## config.mk

```make
export PLATFORM = sky130hd
export DESIGN_NAME = spi_rx_status
export DESIGN_NICKNAME = d
export VERILOG_FILES = /design/src/rtl/spi_rxs_pkg.sv /design/src/rtl/spi_rxs_arm.sv /design/src/rtl/spi_rxs_flags.sv /design/src/rtl/spi_rxs_regs.sv /design/src/rtl/spi_rx_status.sv
export SDC_FILE = /design/constraint.sdc
export NUM_CORES = 1
export LEC_CHECK = 0
export BUFFER_PORTS_ARGS = -buffer_cell sky130_fd_sc_hd__buf_2
export CORE_MARGIN = 2
export CORE_UTILIZATION = 46
export DETAILED_ROUTE_END_ITERATION = 10
export PLACE_DENSITY = 0.81
export SETUP_SLACK_MARGIN = 0.1
export SYNTH_ARGS = -nofsm -noshare
export SYNTH_HDL_FRONTEND = slang
export SYNTH_SLANG_ARGS = --single-unit
```

## constraint.sdc

```tcl
create_clock -name clk -period 2.85 [get_ports clk]
set_input_delay 0.285 -clock clk [delete_from_list [all_inputs] [get_ports clk]]
set_output_delay 0.285 -clock clk [all_outputs]
set_load 0.03 [all_outputs]
```

## src/rtl/spi_rxs_pkg.sv

```systemverilog
package spi_rxs_pkg;
  localparam int STAT_W    = 8;
  localparam int FULL_BIT  = 7;
  localparam int OVF_BIT   = 6;
  localparam int ERRIE_BIT = 1;
  localparam int RXIE_BIT  = 0;

  typedef struct packed {
    logic full;
    logic ovf;
  } rx_flags_t;
endpackage

```

## src/rtl/spi_rxs_arm.sv

```systemverilog
module spi_rxs_arm
  import spi_rxs_pkg::*;
(
  input  logic      clk,
  input  logic      rst,
  input  logic      stat_rd,
  input  logic      data_rd,
  input  logic      ctrl_wr,
  input  rx_flags_t cur,
  output rx_flags_t armed,
  output rx_flags_t clr
);
  logic any_access;
  assign any_access = stat_rd | data_rd | ctrl_wr;

  // A data read consumes whatever the previous access armed.
  assign clr = data_rd ? armed : '0;

  always_ff @(posedge clk) begin
    if (rst) begin
      armed <= '0;
    end else if (any_access) begin
      if (stat_rd && !data_rd && !ctrl_wr) armed <= cur;
      else                                 armed <= '0;
    end
  end
endmodule

```

## src/rtl/spi_rxs_flags.sv

```systemverilog
module spi_rxs_flags
  import spi_rxs_pkg::*;
#(
  parameter int DATA_W = 8
) (
  input  logic              clk,
  input  logic              rst,
  input  logic              rx_done,
  input  logic [DATA_W-1:0] rx_byte,
  input  rx_flags_t         clr,
  output rx_flags_t         flags,
  output logic [DATA_W-1:0] data_q
);
  rx_flags_t kept;
  rx_flags_t nxt;
  logic      take;

  // The clear is applied before the arriving byte is judged.
  always_comb begin
    kept.full = flags.full & ~clr.full;
    kept.ovf  = flags.ovf  & ~clr.ovf;
    nxt  = kept;
    take = 1'b0;
    if (rx_done) begin
      if (kept.ovf) begin
        nxt = kept;
      end else if (kept.full) begin
        nxt.ovf = 1'b1;
      end else begin
        nxt.full = 1'b1;
        take     = 1'b1;
      end
    end
  end

  always_ff @(posedge clk) begin
    if (rst) begin
      flags  <= '0;
      data_q <= '0;
    end else begin
      flags <= nxt;
      if (take) data_q <= rx_byte;
    end
  end
endmodule

```

## src/rtl/spi_rxs_regs.sv

```systemverilog
module spi_rxs_regs
  import spi_rxs_pkg::*;
(
  input  logic              clk,
  input  logic              rst,
  input  logic              ctrl_wr,
  input  logic [1:0]        ctrl_wdata,
  input  rx_flags_t         flags,
  output logic [STAT_W-1:0] stat_word,
  output logic              rx_irq,
  output logic              err_irq
);
  logic rx_en;
  logic err_en;

  always_ff @(posedge clk) begin
    if (rst) begin
      rx_en  <= 1'b0;
      err_en <= 1'b0;
    end else if (ctrl_wr) begin
      rx_en  <= ctrl_wdata[0];
      err_en <= ctrl_wdata[1];
    end
  end

  always_comb begin
    stat_word            = '0;
    stat_word[FULL_BIT]  = flags.full;
    stat_word[OVF_BIT]   = flags.ovf;
    stat_word[ERRIE_BIT] = err_en;
    stat_word[RXIE_BIT]  = rx_en;
  end

  assign rx_irq  = flags.full & rx_en;
  assign err_irq = flags.ovf  & err_en;
endmodule

```

## src/rtl/spi_rx_status.sv

```systemverilog
module spi_rx_status
  import spi_rxs_pkg::*;
#(
  parameter int DATA_W = 8
) (
  input  logic              clk,
  input  logic              rst,
  input  logic              rx_done,
  input  logic [DATA_W-1:0] rx_byte,
  input  logic              stat_rd,
  input  logic              data_rd,
  input  logic              ctrl_wr,
  input  logic [1:0]        ctrl_wdata,
  output logic [7:0]        stat_rdata,
  output logic [DATA_W-1:0] data_rdata,
  output logic              rx_irq,
  output logic              err_irq
);
  rx_flags_t flags;
  rx_flags_t armed;
  rx_flags_t clr;
  logic      arm_full;
  logic      arm_ovf;

  assign arm_full = armed.full;
  assign arm_ovf  = armed.ovf;

  spi_rxs_arm u_arm (
    .clk(clk), .rst(rst), .stat_rd(stat_rd), .data_rd(data_rd),
    .ctrl_wr(ctrl_wr), .cur(flags), .armed(armed), .clr(clr)
  );

  spi_rxs_flags #(.DATA_W(DATA_W)) u_flags (
    .clk(clk), .rst(rst), .rx_done(rx_done), .rx_byte(rx_byte),
    .clr(clr), .flags(flags), .data_q(data_rdata)
  );

  spi_rxs_regs u_regs (
    .clk(clk), .rst(rst), .ctrl_wr(ctrl_wr), .ctrl_wdata(ctrl_wdata),
    .flags(flags), .stat_word(stat_rdata), .rx_irq(rx_irq), .err_irq(err_irq)
  );
endmodule

```

==> results by group, run 1 <==
Status
  – Status: completed

GRT
  – First-pass GRT wire length: 1800 µm
  – Initial antenna violation count: 0
  – Grt total ovfl: 0
  – Largest net degree at the start of global routing: 23
  – Total track usage: 0.136
  – Vias in the first global route: ~430

Job
  – Max-capacitance violation count: 0

Worst setup path
  – CP delay by family, top: simple AND/OR/NAND/NOR gates
  – CP Cell Sequence: a21boi_2 > nor3_4 > mux2i_1
  – CP Capture Type: flop
  – CP startpoint kind: flop
  – Critical-path maximum fanout: 8
  – Critical path class: reg2reg
  – CP arrival: 1.47 ns
  – Slowest CP cell: nor3_4
  – Critical path buffer and inverter count: 0
  – Critical Path RT: 3.05 ns
  – Biggest cell delay along the critical path: 0.44 ns

Timing
  – Endpoints failing setup: 0
  – Final worst path period need: 1.26 ns
  – Fmax: ~0.8 GHz
  – Clock Skew: 0.000509 ns
  – Final max-slew violation count: 0
  – Post-route setup TNS: 0 ns
  – RSZ-0062 raised after global routing: false
  – Hold Vio Cnt, Final: 0
  – Final worst slack: 1.59 ns
  – Fin crit share: 0.443

Layout
  – Most frequent cells in the layout: buf_2 (29), nand2b_1 (16), dfxtp_1 (14), mux2i_1 (12)
  – Commonest non-fill, non-tap cell in the layout: buf_2
  – Layout net count: 110
  – Fill count: 132
  – ANT cells: 0
  – Area growth, synth to finish: 24.4%
  – Layout cell share with drive strength beyond 1: 0.376

Floorplanning
  – Initial Util: 0.494
  – Die area: between 1500 and 2000 µm²
  – Die Y: 41.6 µm
  – Core area: 1320 µm²
  – Die X: around 42 µm
  – IO Count: 34
  – Rows: 13

Route
  – DR iter-0 viols: 5
  – DRT Pass-1 Iters: 2
  – DRC: 0
  – Vias: 502
  – Routed WL: 1080 µm
  – Via/cell ratio: 4.65
  – Drt wl/cell: ~10 µm
  – Remaining antenna violation count: 0

Clock network
  – Clock Tree Buf Depth: 2
  – CTS buffer count: 3
  – CTS H-tree depth: 1
  – Worst skew pair latency: about 0.27 ns
  – Clock root buffer: clkbuf_4
  – Resized cells post-CTS: 0
  – CTS tree: done
  – Cts hold-fix bufs: 0
  – Clock Sinks: 14
  – Clk pin slew, worst setup/hold paths: 0.08 ns
  – Post-CTS setup buffer count: 0

Logic synthesis
  – Seq/Total Area, Yosys: 0.431
  – Syn Area/Cell: 10.0 µm²
  – Seq cells post-synth: 14
  – Post-Syn Instances: 65
  – Yosys warns: 0
  – Synth cell types: 15
  – Netlist Area Pre-Place: 651 µm²

Placement
  – Routability cong.: 0.616
  – I/O Buffers: 29
  – Pre-CTS WS: between 1.5 and 2 ns

Power
  – Maximum VDD drop: between 200 and 300 µV
  – Power density cells: between 500 and 600 nW/µm²
  – Leakage: 0.407 nW

Worst hold path
  – Type of the worst min-delay path: in2reg
## synthesized netlist by cell type, drive strengths merged
cell type  number  area [µm²]
nand2b         16         100
dfxtp          14         280
mux2i          12         120
buf             6        45.0
nor2            4        15.0
a21boi          2        18.8
and2            2        12.5
clkbuf          2        7.51
nor4            2        12.5
a21oi           1        5.00
conb            1        3.75
inv             1        3.75
nor3            1        16.3
o21ba           1        10.0
## per-stage QoR
step                       util  hold slack [ns]  cell area (µm²)  total power (W)  instances
after floorplan               -            0.363              662         0.000291         68
after global placement    0.587            0.458              773         0.000312        104
final                     0.614            0.233              810         0.000446        108
after global routing      0.614            0.229              810         0.000474        108
after detailed placement  0.587            0.458              773         0.000314        104
after CTS                 0.614            0.216              810         0.000458        108
## where the power goes
part | total (W) | internal (W) | switching [W]
Clock | 0.000138 | 0.0000776 | 0.0000604
Combinational | 0.0000938 | 0.0000353 | 0.0000585
Sequential | 0.000214 | 0.000208 | 0.00000662
Total | 0.000446 | 0.000321 | 0.000126
## final cells by class
type | count | area, µm² | share of cell area
inverter | 1 | 3.75 | 0.00464
multi-input combinational | 45 | 325 | 0.402
timing repair buffer | 29 | 145 | 0.179
clock buffer | 4 | 36.3 | 0.0448
sequential | 14 | 280 | 0.346
tap | 15 | 18.8 | 0.0232
## cells by family after synthesis
logic type,count (synthesis),share of synthesized area
other,1,0.00576
AOI/OAI and AO/OA,4,0.0519
and+or+nand+nor,25,0.240
DFF,14,0.431
muxes,12,0.185
buffers and inverters,9,0.0865
## state kept, by name, indices dropped and copies added (netlist names)
| register | flops |
|---|---|
| u_flags.data_q | 8 |
| u_arm.armed | 2 |
| u_flags.flags | 2 |
| u_regs.err_en | 1 |
| u_regs.rx_en | 1 |
## per-layer routing
layer | vias to the layer above | part of all wire | track usage
li1 | 259 | - | -
met3 | 0 | 0.097 | 0.0391
met5 | - | 0 | 0
met4 | 0 | 0 | 0.0581
met1 | 218 | 0.42 | 0.173
met2 | 25 | 0.48 | 0.213
## final timing paths
check                         start           endpoint  slack [ns]  cells after the start
setup / recovery   u_flags.flags[1]  u_flags.data_q[1]        1.59                      3
hold / removal              data_rd     u_arm.armed[1]        0.23                      2
setup reg to reg   u_flags.flags[1]  u_flags.data_q[1]        1.59                      3
hold reg to reg   u_flags.data_q[2]  u_flags.data_q[2]        0.47                      2
## worst reg2reg max path, delay by kind of cell (launching register included)
family          cells  cell delay (ns)
compound gates      1             0.18
flops               1             0.33
mux                 1             0.24
simple gates        1             0.44
Power figures use the tool's default switching activity.
==> inputs of run 2 (changes only) <==
--- a/config.mk
+++ b/config.mk
@@ -7,9 +7,9 @@
 export LEC_CHECK = 0
 export BUFFER_PORTS_ARGS = -buffer_cell sky130_fd_sc_hd__buf_2
 export CORE_MARGIN = 2
-export CORE_UTILIZATION = 46
+export CORE_UTILIZATION = 38
 export DETAILED_ROUTE_END_ITERATION = 10
-export PLACE_DENSITY = 0.81
+export PLACE_DENSITY = 0.72
 export SETUP_SLACK_MARGIN = 0.1
 export SYNTH_ARGS = -nofsm -noshare
 export SYNTH_HDL_FRONTEND = slang
==> constraint.sdc (replaced) <==
create_clock -name clk -period 1.1 [get_ports clk]
set_input_delay 0.11 -clock clk [delete_from_list [all_inputs] [get_ports clk]]
set_output_delay 0.11 -clock clk [all_outputs]
set_load 0.03 [all_outputs]
==> run 2 against run 1 <==
Against the previous run:
- hold slack worse by 0.17 ns
- sequential power increased to 2.6 times the previous value
- routed wire length up 11%
==> results by group, run 2 (synthesis results as in run 1) <==
Layout
  – Layout net count: 116
  – Layout cell share with drive strength beyond 1: 0.485
  – Max reg flops: 8
  – Area growth, synth to finish: 41.0%
  – Finished Layout Cells: 115
  – Fill count: 150
  – Multi-input gate area in the final layout: 342 µm²
  – Largest Register: u_flags.data_q
  – Most frequent cells in the layout: buf_2 (26), nand2b_1 (16), mux2i_1 (12), dfxtp_1 (10), buf_6 (8)
  – Biggest regs: u_flags.data_q x8, u_arm.armed x2, u_flags.flags x2
  – Final core occ: 0.588
  – ANT cells: 0
  – Commonest non-fill, non-tap cell in the layout: buf_2
  – Reg area: 288 µm²

Route
  – DR iter-0 viols: 4
  – Remaining antenna violation count: 0
  – Via/cell ratio: 4.65
  – Drt wl/cell: roughly 10 µm
  – DRT Pass-1 Iters: 3
  – DRC: 0
  – Routed WL: 1200 µm
  – Vias: around 540

Timing
  – Post-route setup TNS: 0 ns
  – Hold Vio Cnt, Final: 0
  – Final worst path period need: 1.10 ns
  – RSZ-0062 raised after global routing: true
  – Final max-slew violation count: 0
  – Endpoints failing setup: 0
  – Clock Skew: 0.00316 ns
  – Fmax: around 0.91 GHz
  – Fin crit share: 1.00

Clock network
  – Clock Tree Buf Depth: 2
  – CTS buffer count: 3
  – Cts hold-fix bufs: 0
  – Clock root buffer: clkbuf_4
  – Worst skew pair latency: 0.28 ns
  – CTS H-tree depth: 1
  – Clock Sinks: 14
  – CTS tree: done
  – Clk pin slew, worst setup/hold paths: 0.08 ns

GRT
  – Routing usage on met1: 0.159
  – Vias in the first global route: 480
  – Initial antenna violation count: 0
  – First-pass GRT wire length: around 2000 µm
  – Met2 Use GR: 0.217
  – Grt total ovfl: 0
  – GRT busiest layer: met2
  – Total track usage: 0.136
  – M3 GR Usage: 0.0476
  – Largest net degree at the start of global routing: 23

Placement
  – Placed cell count: 107
  – Final HPWL DP: 847 µm
  – Routability cong.: approximately 0.66
  – I/O Buffers: 29

Floorplanning
  – Core area: 1560 µm²
  – IO Count: 34
  – Initial Util: 0.417
  – Die Y: 45.4 µm
  – Die area: 2060 µm²
  – Rows: 14
  – Die X: 45.4 µm

Worst setup path
  – Slowest CP cell: dfxtp_4
  – Biggest cell delay along the critical path: about 0.35 ns
  – Critical path buffer and inverter count: 1
  – CP Capture Type: flop
  – CP startpoint kind: flop
  – CP Cell Sequence: a21boi_4 > nor3_4 > buf_6 > mux2i_1
  – CP arrival: 1.31 ns
  – CP delay by family, top: flip-flops
  – Critical Path RT: 1.31 ns
  – R2R cell count: 4
  – Critical-path maximum fanout: 5
  – WP depth: 4
  – Critical path class: reg2reg

Power
  – Final Total Pwr: 0.00122 W
  – Power density cells: ~1300 nW/µm²
  – Maximum VDD drop: 746 µV
  – Leakage: 0.454 nW

Worst hold path
  – Hold depth: 3
  – Type of the worst min-delay path: in2reg

Status
  – Status: completed

Job
  – Max-capacitance violation count: 0
-- run 2: timing repair --
item                                    in CTS  in global routing
setup buffers                                2                  2
endpoints found under the setup margin      10                 12
gates resized for setup                     10                  5
pin swaps                                    2                  1
-- run 2: worst paths after layout --
path / startpoint / endpoint / slack [ns]
worst max register to register: u_flags.flags[1] / u_flags.data_q[1] / 0.0001
worst max-delay path: u_flags.flags[1] / u_flags.data_q[1] / 0.0001
worst min register to register: u_flags.data_q[0] / u_flags.data_q[0] / 0.47
worst min-delay path: ctrl_wdata[1] / u_regs.err_en / 0.07
-- run 2: worst min-delay path, cell delays in order --
cell and delay, ns:
buf_2 0.07, mux2i_1 0.06, nor2_1 0.07
-- run 2: cell type report --
| cell class | instances | area share |
|---|---|---|
| well taps | 16 | 0.0218 |
| multi-input cells | 45 | 0.372 |
| clock buffers | 4 | 0.0396 |
| repair buffers | 35 | 0.248 |
| inverters | 1 | 0.00409 |
| flip-flops and latches | 14 | 0.314 |
-- run 2: metrics by stage --
stage	hold slack [ns]	worst slack (ns)	instance area, µm²
2_1_floorplan	0.188	-0.106	678
3_3_place_gp	0.353	0.0266	806
4_1_cts	0.0637	-0.00211	887
5_1_grt	0.0694	-0.0881	917
6_report	0.0658	0.000110	917
3_5_place_dp	0.359	-0.000664	806
-- run 2: power by group --
part           internal [W]  total [W]  leakage, nW  switching [W]
logic              0.000132   0.000296        0.316       0.000163
clock network      0.000201   0.000366       0.0210       0.000165
registers          0.000539   0.000557        0.117      0.0000177
-- run 2: layer usage --
layer,up-vias,routed length (µm)
met5,-,0
met3,2,101
met4,0,15
met2,28,570
met1,233,508
li1,272,-
